[src/rtl/hscale_pkg.sv]
// Shared constants and helpers for the horizontal resampler.
// Assumes weights are right-tap weights; the left weight is the complement to 2^COEF_W.
package hscale_pkg;
    parameter int CH_W_D   = 8;
    parameter int NCH_D    = 3;
    parameter int CNT_W_D  = 16;
    parameter int ACC_W_D  = 24;
    parameter int FRAC_W_D = 12;
    parameter int PH_W_D   = 4;
    parameter int COEF_W_D = 8;

    // Linear-interpolation right weight for phase p.
    function automatic logic [COEF_W_D-1:0] lin_weight(input int p);
        return COEF_W_D'(p << (COEF_W_D - PH_W_D));
    endfunction
endpackage

[src/rtl/hscale_coef_bank.sv]
// Weight bank: one right-tap weight per phase, loaded with a linear ramp on reset.
// Assumes a write and a read of the same entry in one cycle returns the old value.
module hscale_coef_bank
    import hscale_pkg::*;
#(
    parameter int PH_W   = PH_W_D,
    parameter int COEF_W = COEF_W_D
) (
    input  logic              clk,
    input  logic              rst_n,
    input  logic              we,
    input  logic [PH_W-1:0]   wr_idx,
    input  logic [COEF_W-1:0] wr_w,
    input  logic [PH_W-1:0]   rd_idx,
    output logic [COEF_W-1:0] rd_w
);
    localparam int NPH = 1 << PH_W;

    logic [COEF_W-1:0] bank [NPH];

    // Reset to the linear ramp, otherwise apply the write strobe.
    always_ff @(posedge clk) begin
        if (!rst_n) begin
            for (int p = 0; p < NPH; p++) bank[p] <= COEF_W'(p << (COEF_W - PH_W));
        end else if (we) begin
            bank[wr_idx] <= wr_w;
        end
    end

    // Asynchronous read of the current phase.
    always_comb rd_w = bank[rd_idx];
endmodule

[src/rtl/hscale_ctrl.sv]
// Line controller: tracks received pixels and the output position, keeps a two-pixel
// window, and drives both handshakes. It never takes an input pixel past the one the
// current position needs, so the window always holds the taps of the current output.
// Assumes pitch, in_ppl and out_ppl are stable while a line is in progress.
module hscale_ctrl
    import hscale_pkg::*;
#(
    parameter int PIX_W  = CH_W_D * NCH_D,
    parameter int CNT_W  = CNT_W_D,
    parameter int ACC_W  = ACC_W_D,
    parameter int FRAC_W = FRAC_W_D,
    parameter int PH_W   = PH_W_D
) (
    input  logic             clk,
    input  logic             rst_n,
    input  logic [ACC_W-1:0] pitch,
    input  logic [CNT_W-1:0] in_ppl,
    input  logic [CNT_W-1:0] out_ppl,
    input  logic [PIX_W-1:0] in_pix,
    input  logic             in_vld,
    input  logic             in_hs,
    input  logic             in_vs,
    output logic             in_rdy,
    input  logic             out_rdy,
    output logic             out_vld,
    output logic             out_hs,
    output logic             out_vs,
    output logic [PIX_W-1:0] tap_l,
    output logic [PIX_W-1:0] tap_r,
    output logic [PH_W-1:0]  phase
);
    localparam int TW = CNT_W + 1;

    logic [ACC_W-1:0] acc, nacc;
    logic [CNT_W-1:0] rcv, ocnt;
    logic [PIX_W-1:0] prev, cur;
    logic             active, vs_line;
    logic [TW-1:0]    lp2, lp2n, tgt, tgt_n, ppl_x, rcv_x;
    logic             last, out_fire, in_fire, clamp;

    // Window targets for the current and the next output position.
    always_comb begin
        nacc  = acc + pitch;
        ppl_x = TW'(in_ppl);
        rcv_x = TW'(rcv);
        lp2   = TW'(acc[ACC_W-1:FRAC_W]) + TW'(2);
        lp2n  = TW'(nacc[ACC_W-1:FRAC_W]) + TW'(2);
        clamp = lp2 > ppl_x;
        tgt   = clamp ? ppl_x : lp2;
        tgt_n = (lp2n > ppl_x) ? ppl_x : lp2n;
    end

    // Handshakes: output when the window is filled, input when more pixels are needed.
    always_comb begin
        last     = (ocnt == out_ppl - CNT_W'(1));
        out_vld  = active && (rcv_x >= tgt);
        out_fire = out_vld && out_rdy;
        in_rdy   = !active || (rcv_x < tgt) || (out_fire && !last && (rcv_x < tgt_n));
        in_fire  = in_vld && in_rdy;
        out_hs   = out_vld && (ocnt == '0);
        out_vs   = out_hs && vs_line;
        tap_r    = cur;
        tap_l    = clamp ? cur : prev;
        phase    = acc[FRAC_W-1 -: PH_W];
    end

    // Line state: restart on a marked pixel, else shift the window and step the position.
    always_ff @(posedge clk) begin
        if (!rst_n) begin
            acc     <= '0;
            rcv     <= '0;
            ocnt    <= '0;
            prev    <= '0;
            cur     <= '0;
            active  <= 1'b0;
            vs_line <= 1'b0;
        end else if (in_fire && in_hs) begin
            cur     <= in_pix;
            rcv     <= CNT_W'(1);
            acc     <= '0;
            ocnt    <= '0;
            active  <= (out_ppl != '0);
            vs_line <= in_vs;
        end else begin
            if (in_fire && active) begin
                prev <= cur;
                cur  <= in_pix;
                rcv  <= rcv + CNT_W'(1);
            end
            if (out_fire) begin
                acc  <= nacc;
                ocnt <= ocnt + CNT_W'(1);
                if (last) active <= 1'b0;
            end
        end
    end

    a_r9_count_bound: assert property (@(posedge clk) disable iff (!rst_n)
        active |-> (ocnt < out_ppl));
    a_r8_rcv_bound: assert property (@(posedge clk) disable iff (!rst_n)
        active |-> (rcv <= in_ppl));
    a_r4_valid_held: assert property (@(posedge clk) disable iff (!rst_n)
        (out_vld && !out_rdy) |=> out_vld);
    a_r7_no_take_when_held: assert property (@(posedge clk) disable iff (!rst_n)
        (out_vld && !out_rdy) |-> !in_rdy);
    a_r10_restart: assert property (@(posedge clk) disable iff (!rst_n)
        (in_vld && in_rdy && in_hs) |=> (acc == '0 && rcv == CNT_W'(1)));
endmodule

[src/rtl/hscale_mac.sv]
// Per-channel two-tap blend with rounding; one generated slice per colour channel.
// Assumes the left weight is 2^COEF_W minus the right weight.
module hscale_mac
    import hscale_pkg::*;
#(
    parameter int CH_W   = CH_W_D,
    parameter int NCH    = NCH_D,
    parameter int COEF_W = COEF_W_D
) (
    input  logic [CH_W*NCH-1:0] tap_l,
    input  logic [CH_W*NCH-1:0] tap_r,
    input  logic [COEF_W-1:0]   w,
    output logic [CH_W*NCH-1:0] y
);
    localparam int SW = CH_W + COEF_W + 1;

    logic [COEF_W:0] wl;
    assign wl = (COEF_W+1)'(1 << COEF_W) - (COEF_W+1)'(w);

    for (genvar c = 0; c < NCH; c++) begin : g_ch
        logic [SW-1:0] sum;
        // Weighted sum plus half an LSB, then drop the weight fraction.
        always_comb begin
            sum = SW'(tap_l[c*CH_W +: CH_W]) * SW'(wl)
                + SW'(tap_r[c*CH_W +: CH_W]) * SW'(w)
                + SW'(1 << (COEF_W - 1));
            y[c*CH_W +: CH_W] = sum[COEF_W +: CH_W];
        end
    end
endmodule

[src/rtl/hscale_resampler.sv]
// Top of the horizontal resampler: controller, weight bank and per-channel blend.
// Assumes runtime sizes are held steady during a line and in_ppl is at least 1.
module hscale_resampler
    import hscale_pkg::*;
#(
    parameter int CH_W   = CH_W_D,
    parameter int NCH    = NCH_D,
    parameter int CNT_W  = CNT_W_D,
    parameter int ACC_W  = ACC_W_D,
    parameter int FRAC_W = FRAC_W_D,
    parameter int PH_W   = PH_W_D,
    parameter int COEF_W = COEF_W_D
) (
    input  logic                 clk,
    input  logic                 rst_n,
    input  logic [ACC_W-1:0]     pitch,
    input  logic [CNT_W-1:0]     in_ppl,
    input  logic [CNT_W-1:0]     out_ppl,
    input  logic                 coef_we,
    input  logic [PH_W-1:0]      coef_idx,
    input  logic [COEF_W-1:0]    coef_w,
    input  logic [CH_W*NCH-1:0]  in_pix,
    input  logic                 in_vld,
    input  logic                 in_hs,
    input  logic                 in_vs,
    output logic                 in_rdy,
    output logic [CH_W*NCH-1:0]  out_pix,
    output logic                 out_vld,
    output logic                 out_hs,
    output logic                 out_vs,
    input  logic                 out_rdy
);
    localparam int PIX_W = CH_W * NCH;

    logic [PIX_W-1:0]  tap_l, tap_r;
    logic [PH_W-1:0]   phase;
    logic [COEF_W-1:0] w;

    hscale_ctrl #(.PIX_W(PIX_W), .CNT_W(CNT_W), .ACC_W(ACC_W), .FRAC_W(FRAC_W), .PH_W(PH_W)) ctrl_i (
        .clk(clk), .rst_n(rst_n), .pitch(pitch), .in_ppl(in_ppl), .out_ppl(out_ppl),
        .in_pix(in_pix), .in_vld(in_vld), .in_hs(in_hs), .in_vs(in_vs), .in_rdy(in_rdy),
        .out_rdy(out_rdy), .out_vld(out_vld), .out_hs(out_hs), .out_vs(out_vs),
        .tap_l(tap_l), .tap_r(tap_r), .phase(phase)
    );

    hscale_coef_bank #(.PH_W(PH_W), .COEF_W(COEF_W)) bank_i (
        .clk(clk), .rst_n(rst_n), .we(coef_we), .wr_idx(coef_idx), .wr_w(coef_w),
        .rd_idx(phase), .rd_w(w)
    );

    hscale_mac #(.CH_W(CH_W), .NCH(NCH), .COEF_W(COEF_W)) mac_i (
        .tap_l(tap_l), .tap_r(tap_r), .w(w), .y(out_pix)
    );

    a_r2_equal_taps: assert property (@(posedge clk) disable iff (!rst_n)
        (out_vld && tap_l == tap_r) |-> (out_pix == tap_l));
    a_r4_data_held: assert property (@(posedge clk) disable iff (!rst_n)
        (out_vld && !out_rdy && !coef_we) |=> $stable(out_pix));
    a_r6_vs_needs_hs: assert property (@(posedge clk) disable iff (!rst_n)
        out_vs |-> (out_hs && out_vld));
endmodule

[config.mk]
export PLATFORM = sky130hd
export DESIGN_NAME = hscale_resampler
export DESIGN_NICKNAME = d
export VERILOG_FILES = /design/src/rtl/hscale_pkg.sv /design/src/rtl/hscale_coef_bank.sv /design/src/rtl/hscale_ctrl.sv /design/src/rtl/hscale_mac.sv /design/src/rtl/hscale_resampler.sv
export SDC_FILE = /design/constraint.sdc
export NUM_CORES = 2
export LEC_CHECK = 0
export BUFFER_PORTS_ARGS = -buffer_cell sky130_fd_sc_hd__buf_2
export CAP_MARGIN = 20
export CORE_MARGIN = 1
export CORE_UTILIZATION = 50
export DETAILED_ROUTE_END_ITERATION = 10
export MAX_ROUTING_LAYER = met4
export PLACE_DENSITY = 0.67
export SYNTH_ARGS = -nofsm -noshare
export SYNTH_HDL_FRONTEND = slang
export SYNTH_SLANG_ARGS = --single-unit
[constraint.sdc]
create_clock -name clk -period 14.6 [get_ports clk]
set_input_delay 1.46 -clock clk [delete_from_list [all_inputs] [get_ports clk]]
set_output_delay 1.46 -clock clk [all_outputs]
set_load 0.02 [all_outputs]
==> results.cfg <==
[clocking]
htree_levels = 1
cts_buffers = 27
cts_setup_buffers = 0
cts_tree = done
cts_resized = 0
cts_root_buffer = clkbuf_16
clockBufferDepth = 3
worstSkewPairLatency_ns = 0.59
clkSinkCount = 238
hold_buffers = 0
path_clk_slew_ns = 0.07

[grt]
grt_first_pass_wirelength_um = 117000
track_usage_pct = 27.0
grt_max_degree = 85
antenna_found_initial = 10
overflow = 0
grt_pass1_vias = 22200

[timing]
timing.fmax_mhz = 87.4
drv_slew = 0
slew-limit-headroom_pct = 27.3
rsz0062_at_grt = false
worstMarginPinSlew_ns = 1.08
period_needed_ns = 11.44
hold_ws_ns = 0.473
setup_tns_ns = 0
finalClockSkew_ns = 0.0284
fin_ws_ns = 3.16
final-setup-viol-count = 0
fin_crit_sh_pct = 78.3
hold_viol = 0

[power_and_ir_drop]
static-leakage-power_nw = 13.5
ir_worst_vdd_v = 0.0000915
swShare_pct = 32.4
pwr-share-clk_pct = 36.2
p_switching_mw = 0.631
power.density_mw_per_mm2 = 64.6
seq_power_share_pct = 38.6
combinationalPowerShare_pct = 25.2
p_int_mw = 1.32

[routing]
firstDrtPassIters = 5
drt_iter0_markers = 1274
drc = 0
wire_per_inst_um = 18.9
vias_per_cell = 5.51
ant_nets = 0
routed_wl_um = 72400
dr_total_vias = 21100

[setup_path]
crit_arrival_ns = 9.98
critPathKind = flop to output pin
crit_fanout = 29
r2r_end = ctrl_i.prev[12]
required_ns = 13.14
reg2reg_slack_ns = 5.60
rr_worst_depth = 27
r2r-start = ctrl_i.acc[13]
setup.worst_path.end_class = output pin
cp-start-kind = flop

[final_layout]
fin_nets = 3726
fin_cells = 3823
nFillCells = 4966
syn_to_final_growth_pct = 8.12
drive_gt1_share_pct = 9.53

[floorplan]
die_x_um = 238
dieArea_mm2 = 0.0568
placeableCoreArea_mm2 = 0.0551
io_pins = 127
die_y_um = 238
rows = 86
start_util_pct = 50.7

[yosys]
synth_xor_area_share_pct = 3.86
synth_top_family_by_area = adder cells
synth.area.top_cells = fa_1 (22%), edfxtp_1 (14%), ha_1 (13%), dfxtp_1 (7.9%), inv_1 (6.2%)
synthAdderAreaFrac_pct = 34.3
yosysTopAreaCell = fa_1
avgSynthCellArea_um2 = 9.38
synth-seq-area-share_pct = 21.7
synth_common_cells = inv_1 (461), nand2_1 (312), fa_1 (301)
synth_ff_type = edfxtp_1
yosysMostFrequentCell = inv_1
synthArstFlopShare_pct = 0
yosys_warnings = 0
synth_mux_area_share_pct = 8.03
synth_simple_gate_area_share_pct = 18.0
synth_cell_types = 75
netlist.area_leader.share_pct = 21.6
synth_seq_cells = 238
synth_compound_area_share_pct = 5.86
synth_edf_count = 128
synthesis.area_mm2 = 0.0279
postSynthCellCount = 2976

[placed_design]
gp_congestion = 0.935
place.port_buffers = 126
dpl_worst_slack_ns = 3.68
dp_hpwl_um = 56800
place_inst = 3758

[min_path]
worstHoldStart = ctrl_i.prev[0]
holdPathStages = 2
holdCritPathClass = flop to flop
hold_path_end = ctrl_i.prev[0]

[status]
status = finished clean

[job]
maxCapViolations = 0
==> critical path: stages (launching register included) <==
cell,delay (ns)
dfxtp_2,0.65
buf_4,0.46
mux4_2,0.56
mux4_2,0.85
nor3_2,0.40
nand2_1,0.20
or3_1,0.40
xor2_1,0.51
buf_4,0.32
nand2_1,0.11
fa_1,0.51
fa_1,0.59
fa_1,0.45
fa_1,0.54
inv_1,0.05
fa_1,0.47
inv_1,0.05
fa_1,0.52
inv_1,0.04
ha_1,0.21
or3_1,0.38
o211ai_1,0.24
o22ai_1,0.19
o31ai_1,0.29
xnor2_1,0.16
buf_2,0.18
==> area by class of cell <==
| type | instances | area (µm²) | share of cell area, % |
|---|---|---|---|
| diodes | 11 | 27.5 | 0.0912 |
| clock buffers | 39 | 762 | 2.52 |
| repair buffers | 165 | 918 | 3.04 |
| flip-flops and latches | 238 | 6050 | 20.0 |
| clock inverters | 11 | 136 | 0.452 |
| inverters | 461 | 1730 | 5.73 |
| multi-input cells | 2150 | 19600 | 65.0 |
| well taps | 748 | 936 | 3.10 |
==> registers in the layout (all words and copies together), names as in the netlist, named ones only <==
signal,cells
ctrl_i.active,1
ctrl_i.tap_r,24
ctrl_i.prev,24
ctrl_i.ocnt,16
bank_i.bank,128
ctrl_i.acc,24
ctrl_i.rcv,16
ctrl_i.vs_line,1
==> cells by family (layout without fill, tap and decap cells) <==
logic type	Yosys count	count (layout)
AO/OA/AOI/OAI	254	254
XOR/XNOR	123	123
adder cells (fa/ha/maj)	584	584
buffers and inverters	593	676
flip-flops	238	238
multiplexers	172	172
other	1	17
AND/OR/NAND/NOR	1011	1011
==> worst max path at each step <==
stage                   start     endpoint  slack [ns]  cells after the start
finish                   flop  out_pix[14]        3.16                     25
global route             flop  out_pix[15]        2.52                     26
CTS                      flop  out_pix[15]        3.07                     26
detailed placement  in_ppl[8]  out_pix[15]        3.68                     30
global placement    in_ppl[8]  out_pix[22]        3.77                     30
floorplan           in_ppl[8]  out_pix[15]        4.04                     30
==> metrics by stage <==
step	util [%]	power, mW	cell area [µm²]
3_3_place_gp	53.0	1.24	29200
4_1_cts	54.7	1.97	30100
2_1_floorplan	-	1.10	27900
3_5_place_dp	53.1	1.26	29200
5_1_grt	54.8	2.06	30200
6_report	54.8	1.95	30200
==> power by group through the flow <==
stage	sequential (mW)	combinational (mW)	clock, mW
finish	0.753	0.491	0.706
global route	0.755	0.557	0.744
CTS	0.753	0.496	0.717
detailed placement	0.768	0.493	0
global placement	0.766	0.477	0
floorplan	0.749	0.353	0
==> routing by layer <==
metal / vias to the layer above / track usage, % / wire, µm
met1: 10500 / 33.0 / 29900
met3: 134 / 3.39 / 3910
met4: 0 / 9.11 / 2320
li1: 9855 / - / -
met5: - / - / 0
met2: 563 / 46.1 / 36300
==> cell usage in the layout (no fill, tap or decap), types with 70 or more instances in the layout <==
cell,instances
ha_1,283
a21oi_1,70
buf_2,128
fa_1,301
inv_1,461
nor2_1,217
mux2i_1,109
and2_1,246
dfxtp_1,109
nand2_1,312
xnor2_1,76
edfxtp_1,128
(Power assumes the default switching activity.)
